<file path="src/rtl/batch_sched_pkg.sv">
package batch_sched_pkg;

  // Strobes from control into the datapath.
  typedef struct packed {
    logic formBatch;  // mark a fresh batch at the next edge
    logic consume;    // offered slot is taken at the next edge
  } ctrl_strobe_t;

endpackage

</file>
<file path="src/rtl/batch_sched_former.sv">
// Combinational batch marking and thread ranking for a candidate batch.
module batch_sched_former #(
  parameter int DEPTH   = 8,
  parameter int THREADS = 4,
  parameter int CAP     = 2,
  parameter int AGE_W   = 4,
  localparam int TID_W  = (THREADS > 1) ? $clog2(THREADS) : 1,
  localparam int RANK_W = TID_W,
  localparam int CNT_W  = $clog2(DEPTH + 1)
) (
  input  logic [DEPTH-1:0]          entValid,
  input  logic [DEPTH*TID_W-1:0]    entThread,
  input  logic [DEPTH*AGE_W-1:0]    entAge,
  output logic [DEPTH-1:0]          formMark,
  output logic [THREADS*RANK_W-1:0] formRank
);

  logic [TID_W-1:0]  thr       [DEPTH];
  logic [AGE_W-1:0]  age       [DEPTH];
  logic [CNT_W-1:0]  olderCnt  [DEPTH];
  logic [CNT_W-1:0]  perThread [THREADS];
  logic [RANK_W-1:0] rankCalc  [THREADS];

  always_comb begin
    for (int i = 0; i < DEPTH; i++) begin
      thr[i] = entThread[i*TID_W +: TID_W];
      age[i] = entAge[i*AGE_W +: AGE_W];
    end
  end

  // Count, per slot, how many valid slots of the same thread are older.
  always_comb begin
    for (int i = 0; i < DEPTH; i++) begin
      olderCnt[i] = '0;
      for (int j = 0; j < DEPTH; j++) begin
        if (j != i && entValid[j] && thr[j] == thr[i] &&
            (age[j] > age[i] || (age[j] == age[i] && j < i)))
          olderCnt[i] = olderCnt[i] + CNT_W'(1);
      end
      formMark[i] = entValid[i] && (olderCnt[i] < CNT_W'(CAP));
    end
  end

  // Intensity: marked slots per thread.
  always_comb begin
    for (int t = 0; t < THREADS; t++) begin
      perThread[t] = '0;
      for (int i = 0; i < DEPTH; i++) begin
        if (formMark[i] && thr[i] == TID_W'(t))
          perThread[t] = perThread[t] + CNT_W'(1);
      end
    end
  end

  // Rank position: number of threads that beat this one (0 is best).
  always_comb begin
    for (int t = 0; t < THREADS; t++) begin
      rankCalc[t] = '0;
      for (int u = 0; u < THREADS; u++) begin
        if (u != t && (perThread[u] < perThread[t] ||
                       (perThread[u] == perThread[t] && u < t)))
          rankCalc[t] = rankCalc[t] + RANK_W'(1);
      end
    end
  end

  for (genvar t = 0; t < THREADS; t++) begin : g_rankPack
    assign formRank[t*RANK_W +: RANK_W] = rankCalc[t];
  end

endmodule

</file>
<file path="src/rtl/batch_sched_picker.sv">
// Priority selection over eligible slots.
module batch_sched_picker #(
  parameter int DEPTH   = 8,
  parameter int THREADS = 4,
  parameter int AGE_W   = 4,
  parameter int ROW_W   = 8,
  localparam int TID_W  = (THREADS > 1) ? $clog2(THREADS) : 1,
  localparam int RANK_W = TID_W,
  localparam int IDX_W  = (DEPTH > 1) ? $clog2(DEPTH) : 1,
  localparam int KEY_W  = 2 + RANK_W + AGE_W
) (
  input  logic [DEPTH-1:0]          eligible,
  input  logic [DEPTH-1:0]          marked,
  input  logic [DEPTH*TID_W-1:0]    entThread,
  input  logic [DEPTH*ROW_W-1:0]    entRow,
  input  logic [DEPTH*AGE_W-1:0]    entAge,
  input  logic                      openRowValid,
  input  logic [ROW_W-1:0]          openRow,
  input  logic [THREADS*RANK_W-1:0] rankPos,
  output logic                      anyEligible,
  output logic [IDX_W-1:0]          pickIdx
);

  logic [KEY_W-1:0] key [DEPTH];
  logic [KEY_W-1:0] bestKey;

  // Key order: batch, row hit, inverted rank, age. Larger wins.
  for (genvar i = 0; i < DEPTH; i++) begin : g_key
    logic [TID_W-1:0]  slotThr;
    logic [RANK_W-1:0] slotRank;
    logic              rowHit;
    assign slotThr  = entThread[i*TID_W +: TID_W];
    assign slotRank = rankPos[slotThr*RANK_W +: RANK_W];
    assign rowHit   = openRowValid && (entRow[i*ROW_W +: ROW_W] == openRow);
    assign key[i]   = {marked[i], rowHit,
                       RANK_W'(THREADS - 1) - slotRank,
                       entAge[i*AGE_W +: AGE_W]};
  end

  // Strict comparison keeps the lower index on a full tie.
  always_comb begin
    bestKey     = '0;
    anyEligible = 1'b0;
    pickIdx     = '0;
    for (int i = 0; i < DEPTH; i++) begin
      if (eligible[i] && (!anyEligible || key[i] > bestKey)) begin
        bestKey     = key[i];
        pickIdx     = IDX_W'(i);
        anyEligible = 1'b1;
      end
    end
  end

endmodule

</file>
<file path="src/rtl/batch_sched_dp.sv">
// Datapath: batch marks, held ranks, former and picker.
module batch_sched_dp
  import batch_sched_pkg::*;
#(
  parameter int DEPTH   = 8,
  parameter int THREADS = 4,
  parameter int CAP     = 2,
  parameter int AGE_W   = 4,
  parameter int ROW_W   = 8,
  localparam int TID_W  = (THREADS > 1) ? $clog2(THREADS) : 1,
  localparam int RANK_W = TID_W,
  localparam int IDX_W  = (DEPTH > 1) ? $clog2(DEPTH) : 1
) (
  input  logic                   clk,
  input  logic                   rstN,
  input  ctrl_strobe_t           strb,
  input  logic [DEPTH-1:0]       entValid,
  input  logic [DEPTH-1:0]       entReady,
  input  logic [DEPTH*TID_W-1:0] entThread,
  input  logic [DEPTH*ROW_W-1:0] entRow,
  input  logic [DEPTH*AGE_W-1:0] entAge,
  input  logic                   openRowValid,
  input  logic [ROW_W-1:0]       openRow,
  output logic                   anyValid,
  output logic                   batchLive,
  output logic                   anyEligible,
  output logic [IDX_W-1:0]       grantIdx
);

  logic [DEPTH-1:0]          marked, markNext, formMark, consumeMask, eligible;
  logic [THREADS*RANK_W-1:0] rankPos, rankNext, formRank;

  assign eligible  = entValid & entReady;
  assign anyValid  = |entValid;
  assign batchLive = |(marked & entValid);

  batch_sched_former #(
    .DEPTH(DEPTH), .THREADS(THREADS), .CAP(CAP), .AGE_W(AGE_W)
  ) u_former (
    .entValid (entValid),
    .entThread(entThread),
    .entAge   (entAge),
    .formMark (formMark),
    .formRank (formRank)
  );

  batch_sched_picker #(
    .DEPTH(DEPTH), .THREADS(THREADS), .AGE_W(AGE_W), .ROW_W(ROW_W)
  ) u_picker (
    .eligible    (eligible),
    .marked      (marked),
    .entThread   (entThread),
    .entRow      (entRow),
    .entAge      (entAge),
    .openRowValid(openRowValid),
    .openRow     (openRow),
    .rankPos     (rankPos),
    .anyEligible (anyEligible),
    .pickIdx     (grantIdx)
  );

  always_comb begin
    for (int i = 0; i < DEPTH; i++)
      consumeMask[i] = strb.consume && (grantIdx == IDX_W'(i));
  end

  always_comb begin
    if (strb.formBatch) begin
      markNext = formMark;
      rankNext = formRank;
    end else begin
      markNext = marked & entValid & ~consumeMask;
      rankNext = rankPos;
    end
  end

  always_ff @(posedge clk) begin
    if (!rstN) begin
      marked <= '0;
      for (int t = 0; t < THREADS; t++)
        rankPos[t*RANK_W +: RANK_W] <= RANK_W'(t);
    end else begin
      marked  <= markNext;
      rankPos <= rankNext;
    end
  end

  // Marks appear only out of a formation cycle.
  p_mark_from_form_r2: assert property (@(posedge clk) disable iff (!rstN)
    (|(marked & ~$past(marked))) |-> $past(strb.formBatch));

  // A marked eligible slot is always preferred.
  p_batch_first_r3: assert property (@(posedge clk) disable iff (!rstN)
    (|(marked & eligible)) |-> marked[grantIdx]);

  // Ranks move only on formation.
  p_rank_hold_r5: assert property (@(posedge clk) disable iff (!rstN)
    !strb.formBatch |=> $stable(rankPos));

  // A consumed slot loses its mark.
  p_consume_clears_r7: assert property (@(posedge clk) disable iff (!rstN)
    strb.consume |=> !marked[$past(grantIdx)]);

  for (genvar t = 0; t < THREADS; t++) begin : g_capCheck
    logic [DEPTH-1:0] thrMask;
    for (genvar i = 0; i < DEPTH; i++) begin : g_m
      assign thrMask[i] = (entThread[i*TID_W +: TID_W] == TID_W'(t));
    end
    p_cap_r9: assert property (@(posedge clk) disable iff (!rstN)
      $countones(marked & entValid & thrMask) <= CAP);
  end

endmodule

</file>
<file path="src/rtl/batch_sched_ctrl.sv">
// Control: decides when a batch forms and when an offer is consumed.
module batch_sched_ctrl
  import batch_sched_pkg::*;
(
  input  logic         clk,
  input  logic         rstN,
  input  logic         anyValid,
  input  logic         batchLive,
  input  logic         anyEligible,
  input  logic         issueEn,
  output ctrl_strobe_t strb,
  output logic         grantValid
);

  always_comb begin
    strb.formBatch = anyValid && !batchLive;
    grantValid     = anyEligible && !strb.formBatch;
    strb.consume   = issueEn && grantValid;
  end

  // Nothing is consumed unless offered.
  p_consume_offered_r7: assert property (@(posedge clk) disable iff (!rstN)
    strb.consume |-> (grantValid && issueEn));

  // After formation with pending work, the batch is live next cycle.
  p_form_then_live_r2: assert property (@(posedge clk) disable iff (!rstN)
    (strb.formBatch && !issueEn) |=> (batchLive || !anyValid));

endmodule

</file>
<file path="src/rtl/batch_sched.sv">
// Top: thin wrapper joining control and datapath.
module batch_sched
  import batch_sched_pkg::*;
#(
  parameter int DEPTH   = 8,
  parameter int THREADS = 4,
  parameter int CAP     = 2,
  parameter int AGE_W   = 4,
  parameter int ROW_W   = 8,
  localparam int TID_W  = (THREADS > 1) ? $clog2(THREADS) : 1,
  localparam int IDX_W  = (DEPTH > 1) ? $clog2(DEPTH) : 1
) (
  input  logic                   clk,
  input  logic                   rstN,
  input  logic [DEPTH-1:0]       entValid,
  input  logic [DEPTH-1:0]       entReady,
  input  logic [DEPTH*TID_W-1:0] entThread,
  input  logic [DEPTH*ROW_W-1:0] entRow,
  input  logic [DEPTH*AGE_W-1:0] entAge,
  input  logic                   openRowValid,
  input  logic [ROW_W-1:0]       openRow,
  input  logic                   issueEn,
  output logic                   grantValid,
  output logic [IDX_W-1:0]       grantIdx
);

  ctrl_strobe_t strb;
  logic anyValid, batchLive, anyEligible;

  batch_sched_ctrl u_ctrl (
    .clk        (clk),
    .rstN       (rstN),
    .anyValid   (anyValid),
    .batchLive  (batchLive),
    .anyEligible(anyEligible),
    .issueEn    (issueEn),
    .strb       (strb),
    .grantValid (grantValid)
  );

  batch_sched_dp #(
    .DEPTH(DEPTH), .THREADS(THREADS), .CAP(CAP), .AGE_W(AGE_W), .ROW_W(ROW_W)
  ) u_dp (
    .clk         (clk),
    .rstN        (rstN),
    .strb        (strb),
    .entValid    (entValid),
    .entReady    (entReady),
    .entThread   (entThread),
    .entRow      (entRow),
    .entAge      (entAge),
    .openRowValid(openRowValid),
    .openRow     (openRow),
    .anyValid    (anyValid),
    .batchLive   (batchLive),
    .anyEligible (anyEligible),
    .grantIdx    (grantIdx)
  );

  p_grant_eligible_r1: assert property (@(posedge clk) disable iff (!rstN)
    grantValid |-> (entValid[grantIdx] && entReady[grantIdx]));

  p_reset_quiet_r8: assert property (@(posedge clk)
    (!rstN && !(|entValid)) |-> !grantValid);

endmodule

</file>
<file path="config.mk">
export PLATFORM = sky130hd
export DESIGN_NAME = batch_sched
export DESIGN_NICKNAME = d
export VERILOG_FILES = /design/src/rtl/batch_sched_pkg.sv /design/src/rtl/batch_sched_former.sv /design/src/rtl/batch_sched_picker.sv /design/src/rtl/batch_sched_dp.sv /design/src/rtl/batch_sched_ctrl.sv /design/src/rtl/batch_sched.sv
export SDC_FILE = /design/constraint.sdc
export NUM_CORES = 1
export LEC_CHECK = 0
export BUFFER_PORTS_ARGS = -buffer_cell sky130_fd_sc_hd__buf_4
export CORE_MARGIN = 2
export CORE_UTILIZATION = 60
export CTS_BUF_LIST = sky130_fd_sc_hd__clkbuf_4 sky130_fd_sc_hd__clkbuf_8 sky130_fd_sc_hd__clkbuf_16
export DETAILED_ROUTE_END_ITERATION = 6
export PLACE_DENSITY = 0.81
export SKIP_CTS_REPAIR_TIMING = 1
export SYNTH_ARGS = -nofsm -noshare
export SYNTH_HDL_FRONTEND = slang
export SYNTH_SLANG_ARGS = --single-unit
</file>
<file path="constraint.sdc">
create_clock -name clk -period 22.3 [get_ports clk]
set_input_delay 2.23 -clock clk [delete_from_list [all_inputs] [get_ports clk]]
set_output_delay 2.23 -clock clk [all_outputs]
set_load 0.1 [all_outputs]
</file>
Yosys cells after proc, flatten, opt, wreduce, memory -nomap -nowiden
Index checks and enable logic that the tools add are counted.
{ "classes": {"n_mux": 123, "add_sub_neg": 92, "n_eq_ne": 129, "n_bitwise": 4, "n_lt_le_gt_ge": 83, "reduce_logical": 239, "shifts": 8} }
{ "ops": {"columns": ["operator", "n"], "rows": [
  ["4-bit two-way mux", 76],
  ["4-bit by 1-bit adder with 4-bit output, second input constant", 65],
  ["4-bit greater-than comparator", 56],
  ["1-bit logical AND", 178],
  ["4-bit == test", 34],
  ["2-bit == test", 56],
  ["8-bit == test", 8],
  ["8-bit two-way mux", 8],
  ["8-bit by 4-bit indexed part select with 2-bit output", 8],
  ["8-bit greater-than comparator", 7],
  ["4-bit < comparator", 12],
  ["1-bit logical OR", 41],
  ["2-bit == test, second input constant", 16],
  ["4-bit by 2-bit < comparator with 1-bit output, second input constant", 8],
  ["1-bit by 1-bit adder with 2-bit output, second input constant", 14],
  ["1-bit two-way mux", 25],
  ["8-bit AND", 3],
  ["3-bit two-way mux", 6],
  ["2-bit by 1-bit == test with 1-bit output, second input constant", 8],
  ["2-bit zero test", 8],
  ["2-bit two-way mux", 8],
  ["8-bit OR reduction", 2],
  ["2-bit subtractor, first input constant", 8],
  ["3-bit == test, second input constant", 4],
  ["other kinds (6)", 19]
]} }
{ "word_totals": {"register_bits": 16, "output_inout_bits": 4, "input_bits": 140, "wordCells": 680} }

Longest topological paths before layout
{ "depth": {"depth_word": 41, "mapped_depth": 86, "depth_no_buf": 83} }

Cells and area by module
A second synthesis with hierarchy kept.
{ "hier_totals": {"hier_cells": 1908, "area_unflattened_um2": 14298.7} }
{ "modules_own_cells": {"columns": ["mod", "area_per_inst_um2", "cells_each", "n_inst", "seq_area_each_um2"], "rows": [
  ["batch_sched_former", 10022.1, 1369, 1, 0.0],
  ["batch_sched_picker", 3443.3, 447, 1, 0.0],
  ["batch_sched_dp", 803.3, 88, 1, 320.3],
  ["batch_sched_ctrl", 30.0, 4, 1, 0.0]
]} }

Worst setup path before layout
OpenSTA, ideal clock, no wires.
{ "synth_path": {"path_kind": "input to output", "startpoint": "input entThread[0]", "endpoint": "output grantIdx[0]", "t_required_ps": 20070, "slack_ps": 4494, "arrival_ps": 15576, "n_path_buf": 3, "path_stages": 75, "cell_sequence": "buf_1 > mux4_2 > nand2b_1 > ha_1 > nand3_1 > o21ai_0 > o21ai_0 > a21oi_1 > mux2i_1 > inv_1 > ha_1 > nor2b_1 > o21a_1 > o21ai_0 > nand2b_1 > a21oi_1 > o21ai_0 > o21ai_0 > [... 39 more ...] > a21o_1 > a21o_1 > a21oi_1 > o21ai_0 > o21a_1 > o211ai_1 > clkbuf_1 > mux2_2 > ha_1 > nor2b_1 > o21a_1 > o21ai_0 > nand2b_1 > a21oi_1 > o21ai_0 > a21oi_1 > or2_2 > nand2_1"} }
{ "synth_between": {"elab_chain_len": 31, "word_cells_on_any_way": 49, "classes_between": "add/sub (1); order compare (7); shift (1); mux (20); reduce/logical (20)"} }
{ "synth_lines": {"columns": ["item", "line", "source"], "rows": [
  ["from (decl)", "batch_sched.sv:17", "input logic [DEPTH*TID_W-1:0] entThread,"],
  ["8-bit by 4-bit indexed part select with 2-bit output (*)", "batch_sched_picker.sv:33", "assign slotRank = rankPos[slotThr*RANK_W +: RANK_W];"],
  ["2-bit subtractor (*)", "batch_sched_picker.sv:36", "RANK_W'(THREADS - 1) - slotRank,"],
  ["8-bit two-way mux (*)", "batch_sched_picker.sv:46", "if (eligible[i] && (!anyEligible || key[i] > bestKey)) begin"],
  ["8-bit greater-than comparator", "batch_sched_picker.sv:46", null],
  ["1-bit logical OR", "batch_sched_picker.sv:46", null],
  ["1-bit logical AND", "batch_sched_picker.sv:46", null],
  ["8-bit two-way mux or 1-bit two-way mux (tied branches)", "batch_sched_picker.sv:46", null],
  ["8-bit greater-than comparator or 1-bit zero test (tied branches)", "batch_sched_picker.sv:46", null],
  ["[... 15 more ...]", null, null],
  ["8-bit greater-than comparator or 1-bit zero test (tied branches)", "batch_sched_picker.sv:46", null],
  ["1-bit logical OR", "batch_sched_picker.sv:46", null],
  ["1-bit logical AND", "batch_sched_picker.sv:46", null],
  ["8-bit two-way mux or 1-bit two-way mux (tied branches)", "batch_sched_picker.sv:46", null],
  ["8-bit greater-than comparator or 1-bit zero test (tied branches)", "batch_sched_picker.sv:46", null],
  ["1-bit logical OR", "batch_sched_picker.sv:46", null],
  ["1-bit logical AND", "batch_sched_picker.sv:46", null],
  ["3-bit two-way mux (*)", "batch_sched_picker.sv:46", null],
  ["to (decl)", "batch_sched.sv:24", "output logic [IDX_W-1:0] grantIdx"]
]} }
Mark *: on every way between the ends. The rest lies on a longest branch, timed or not.

Worst setup path in the final report
{ "layout_path": {"startpoint": "input openRow[0]", "endpoint": "output grantIdx[1]"} }
{ "layout_between": {"elab_chain_len": 31, "word_cells_on_any_way": 62, "classes_between": "order compare (7); eq/ne (8); mux (19); reduce/logical (28)"} }
{ "layout_lines": {"columns": ["item", "line", "source"], "rows": [
  ["from (decl)", "batch_sched.sv:21", "input logic [ROW_W-1:0] openRow,"],
  ["8-bit == test", "batch_sched_picker.sv:34", "assign rowHit = openRowValid && (entRow[i*ROW_W +: ROW_W] == openRow);"],
  ["1-bit logical AND", "batch_sched_picker.sv:34", null],
  ["8-bit two-way mux", "batch_sched_picker.sv:46", null],
  ["8-bit greater-than comparator", "batch_sched_picker.sv:46", null],
  ["1-bit logical OR", "batch_sched_picker.sv:46", null],
  ["1-bit logical AND", "batch_sched_picker.sv:46", null],
  ["8-bit two-way mux or 1-bit two-way mux (tied branches)", "batch_sched_picker.sv:46", null],
  ["8-bit greater-than comparator or 1-bit zero test (tied branches)", "batch_sched_picker.sv:46", null],
  ["[... 15 more ...]", null, null],
  ["8-bit greater-than comparator or 1-bit zero test (tied branches)", "batch_sched_picker.sv:46", null],
  ["1-bit logical OR", "batch_sched_picker.sv:46", null],
  ["1-bit logical AND", "batch_sched_picker.sv:46", null],
  ["8-bit two-way mux or 1-bit two-way mux (tied branches)", "batch_sched_picker.sv:46", null],
  ["8-bit greater-than comparator or 1-bit zero test (tied branches)", "batch_sched_picker.sv:46", null],
  ["1-bit logical OR", "batch_sched_picker.sv:46", null],
  ["1-bit logical AND", "batch_sched_picker.sv:46", null],
  ["3-bit two-way mux (*)", "batch_sched_picker.sv:46", null]
]} }
Marks and branches as above.

==> impl_metrics.xml <==
<?xml version="1.0" encoding="UTF-8"?>
<metrics>
  <group name="outcome">
    <metric name="status" unit="">finished, final reports clean</metric>
  </group>
  <group name="power">
    <metric name="seq_power_share" unit="">0.071</metric>
    <metric name="power_frac_comb" unit="">0.878</metric>
    <metric name="power_per_cell_area" unit="nW/µm²">49.83</metric>
    <metric name="total_power" unit="mW">0.7513</metric>
    <metric name="p_leak" unit="nW">7.462</metric>
    <metric name="switching_power_of_the_nets" unit="mW">0.4084</metric>
    <metric name="netSwitchingFraction" unit="">0.5436</metric>
    <metric name="power_frac_clock" unit="">0.051</metric>
    <metric name="irDropWorstVdd" unit="V">0.00003967</metric>
    <metric name="cell_internal_pwr" unit="mW">0.3429</metric>
  </group>
  <group name="clock_tree">
    <metric name="cts.sink_count" unit="">16</metric>
    <metric name="cts.root.buffer_cell" unit="">clkbuf_16</metric>
    <metric name="cts-root-to-sink-buffers" unit="">2</metric>
    <metric name="worstSkewPairLatency" unit="ps">250</metric>
    <metric name="inserted_clock_buffers" unit="">3</metric>
    <metric name="clk_transition_reported_paths" unit="ps">50</metric>
    <metric name="tritoncts" unit="">yes</metric>
    <metric name="cts.htree.levels" unit="">1</metric>
  </group>
  <group name="sta">
    <metric name="clock.fmax" unit="MHz">50.44</metric>
    <metric name="totalNegativeSetupSlack" unit="ps">0</metric>
    <metric name="hold_viol_final" unit="">0</metric>
    <metric name="fin_crit" unit="ps">19830</metric>
    <metric name="slew_viol_final" unit="">0</metric>
    <metric name="fin_hold_ws" unit="ps">578.2</metric>
    <metric name="worst-slew-pin-transition" unit="ps">1184</metric>
    <metric name="final_setup_violations" unit="">0</metric>
    <metric name="finalClockSkew" unit="ps">1.452</metric>
    <metric name="max_slew_margin" unit="">0.2108</metric>
    <metric name="layout_worst_path_cycle_share" unit="">0.8891</metric>
    <metric name="unrepaired_setup_endpoints_after_global_routing" unit="">false</metric>
  </group>
  <group name="place">
    <metric name="dpl_cell_area" unit="µm²">14990</metric>
    <metric name="dp.final_hpwl" unit="mm">35.91</metric>
    <metric name="port-buffer-count" unit="">143</metric>
    <metric name="globalplace.congestion" unit="">0.9862</metric>
  </group>
  <group name="final_layout">
    <metric name="final_std_cell_area_no_fill" unit="µm²">15080</metric>
    <metric name="register_area" unit="µm²">320.3</metric>
    <metric name="multi_input_comb_area" unit="µm²">12690</metric>
    <metric name="fillers" unit="">1989</metric>
    <metric name="layout-drive-gt1-share" unit="">0.1303</metric>
    <metric name="layout-area-overhead-vs-synth" unit="%">9.445</metric>
    <metric name="finalNetCount" unit="">2313</metric>
  </group>
  <group name="worst_setup_path">
    <metric name="critPathMostFrequentCell" unit="">o21ai_0</metric>
    <metric name="timing_worst_setup_path_type" unit="">in -&gt; out</metric>
    <metric name="critPathArrivalTime" unit="ps">17600</metric>
    <metric name="r2r-start" unit="">u_dp.rankPos[7]$_SDFFE_PN1P_</metric>
    <metric name="crit_buf_inv" unit="">8</metric>
    <metric name="worst_setup_path_start_kind" unit="">input port</metric>
    <metric name="cpPeakStageDelay" unit="ps">930</metric>
    <metric name="critPathTopFamily" unit="">compound AO/OA/AOI/OAI gates</metric>
    <metric name="r2r_setup_slack" unit="ps">6420</metric>
    <metric name="slowest_stage" unit="">a21oi_1</metric>
    <metric name="cp.required" unit="ps">20070</metric>
    <metric name="endpoint_kind" unit="">output port</metric>
    <metric name="critical_path.max_fanout" unit="">14</metric>
    <metric name="rr_worst_depth" unit="">75</metric>
    <metric name="critical_path.reg2reg.endpoint" unit="">u_dp.marked[2]$_SDFF_PN0_</metric>
  </group>
  <group name="grt">
    <metric name="largest_net_degree_at_the_start_of_global_routing" unit="">26</metric>
    <metric name="gr-usage-all-layers" unit="">0.3518</metric>
    <metric name="grt-ovfl-total" unit="">0</metric>
    <metric name="grt_first_pass_wirelength" unit="mm">68.55</metric>
    <metric name="number_of_global_route_vias_before_repair" unit="">13340</metric>
    <metric name="antenna_found_initial" unit="">1</metric>
  </group>
  <group name="yosys">
    <metric name="synth.top_cells.by_area" unit="">ha_1 25%, xnor2_1 7.5%, xor2_1 7.5%</metric>
    <metric name="synth_enable_flop_cells" unit="">0</metric>
    <metric name="synth_area_leader_cell" unit="">ha_1</metric>
    <metric name="yosysMostFrequentCell" unit="">ha_1</metric>
    <metric name="post_synth_num_cell_types" unit="">94</metric>
    <metric name="synth_top_cell_area_share" unit="">0.2507</metric>
    <metric name="share_of_synthesized_flip_flops_with_an_asynchronous_set_or_reset" unit="">0</metric>
    <metric name="avgSynthCellArea" unit="µm²">7.620</metric>
    <metric name="syn_inst" unit="">1808</metric>
    <metric name="yosys_most_used_dff" unit="">dfxtp_1</metric>
    <metric name="synth-seq-cells" unit="">16</metric>
    <metric name="synth-warning-count" unit="">0</metric>
    <metric name="synth.cells.most_frequent" unit="">276 x ha_1, 150 x nand2_1, 135 x inv_1</metric>
    <metric name="synthesized_nets" unit="">2224</metric>
    <metric name="mappedNetlistArea" unit="µm²">13780</metric>
    <metric name="seq_area_frac_synth" unit="">0.02325</metric>
  </group>
  <group name="min_path">
    <metric name="worstHoldPathCells" unit="">2</metric>
    <metric name="worst_hold_path_type" unit="">reg -&gt; reg</metric>
    <metric name="timing.hold.worst_endpoint" unit="">u_dp.marked[1]$_SDFF_PN0_</metric>
    <metric name="holdCritStartpoint" unit="">u_dp.marked[1]$_SDFF_PN0_</metric>
  </group>
  <group name="route">
    <metric name="post-route-drc-count" unit="">0</metric>
    <metric name="ant_nets" unit="">0</metric>
    <metric name="drt_pre_antenna_iters" unit="">5</metric>
    <metric name="drt_wl_total" unit="mm">44.40</metric>
    <metric name="drtIter0Drc" unit="">1090</metric>
    <metric name="routed_wire_length_per_instance" unit="µm">20.35</metric>
    <metric name="via_count" unit="">14080</metric>
    <metric name="detail_route.vias_per_cell" unit="">6.453</metric>
  </group>
  <group name="floorplan">
    <metric name="die_h" unit="µm">155.5</metric>
    <metric name="initial_utilization" unit="">0.6104</metric>
    <metric name="design.die.area" unit="µm²">24190</metric>
    <metric name="core_region_area" unit="µm²">22570</metric>
    <metric name="ios" unit="">144</metric>
    <metric name="die-width" unit="µm">155.5</metric>
    <metric name="floorplan.rows" unit="">55</metric>
  </group>
  <group name="flow_run">
    <metric name="maxCapViolCount" unit="">0</metric>
  </group>
</metrics>
==> worst max-delay path by stage <==
stage / startpoint / depth (start not counted) / end
floorplan: entThread[0] / 75 / grantIdx[0]
global placement: openRow[0] / 78 / grantIdx[1]
detailed placement: openRow[0] / 78 / grantIdx[1]
CTS: openRow[0] / 78 / grantIdx[1]
global route: openRow[0] / 78 / grantIdx[1]
finish: openRow[0] / 78 / grantIdx[1]
==> kinds of logic after synthesis <==
logic type                 Yosys count  synth area share
xor gates and xnor gates           250            0.1699
AOI/OAI and AO/OA                  346            0.1702
buffers and inverters              201           0.05576
and+or+nand+nor                    628            0.2451
adders and majority gates          276            0.2507
muxes                               91           0.08510
DFF                                 16           0.02325
==> registers in the layout, summed over array words and instances, names as in the netlist <==
name and flops:
u_dp.rankPos 8, u_dp.marked 8
==> power groups by stage <==
| stage | clock, mW | sequential [mW] | combinational [mW] |
|---|---|---|---|
| after detailed placement | 0 | 0.0520 | 0.645 |
| after floorplan | 0 | 0.0455 | 0.490 |
| after CTS | 0.0388 | 0.0516 | 0.650 |
| after global placement | 0 | 0.0518 | 0.621 |
| final | 0.0384 | 0.0536 | 0.659 |
| after global routing | 0.0398 | 0.0533 | 0.735 |
==> per-layer routing <==
layer	up-vias	share of wire	track usage
li1	6709	-	-
met1	6544	0.41	0.4513
met2	649	0.45	0.5931
met3	178	0.089	0.04417
met4	0	0.053	0.1529
met5	-	0	0
==> cell type report <==
| class | instances | area share |
|---|---|---|
| multi-input cells | 1591 | 0.8415 |
| diodes | 1 | 0.0001660 |
| repair buffers | 147 | 0.07319 |
| inverters | 138 | 0.03435 |
| well taps | 285 | 0.02365 |
| flip-flops and latches | 16 | 0.02124 |
| clock buffers | 4 | 0.005892 |
==> tightest hold or removal path, cell delays in order (launching register included) <==
cell and delay, ps:
dfxtp_1 370, nand3_1 100, a21oi_1 60
==> cells in the final DEF (no fill, tap or decap), types with 7 or more instances in the layout <==
master	netlist	routed
nand3_1	66	66
o211ai_1	15	15
ha_1	276	276
mux4_2	16	16
and3_1	53	53
nor3_1	19	19
or2_2	7	7
xnor2_1	118	118
a21o_1	22	22
a211oi_1	10	10
a21oi_1	89	89
nor2_1	84	84
o21a_1	21	21
and2_1	23	23
nand2_1	150	150
o211a_1	7	7
dfxtp_1	16	16
o21ai_0	74	74
xor2_1	118	118
nor2b_1	55	55
inv_1	135	135
and4_1	10	10
nand4_1	47	47
nor4_1	19	19
mux2i_1	35	35
or3_1	11	11
a31oi_1	22	22
mux2_2	39	39
buf_4	0	147
nand2b_1	47	47
==> through the flow <==
step                        util  setup slack [ps]  std cells
after floorplan                -              4494       1808
after global placement    0.6640              3366       2177
after detailed placement  0.6640              2790       2177
after CTS                 0.6679              2702       2181
after global routing      0.6680             791.3       2182
final                     0.6680              2474       2182
Power figures use the tool's default switching activity.
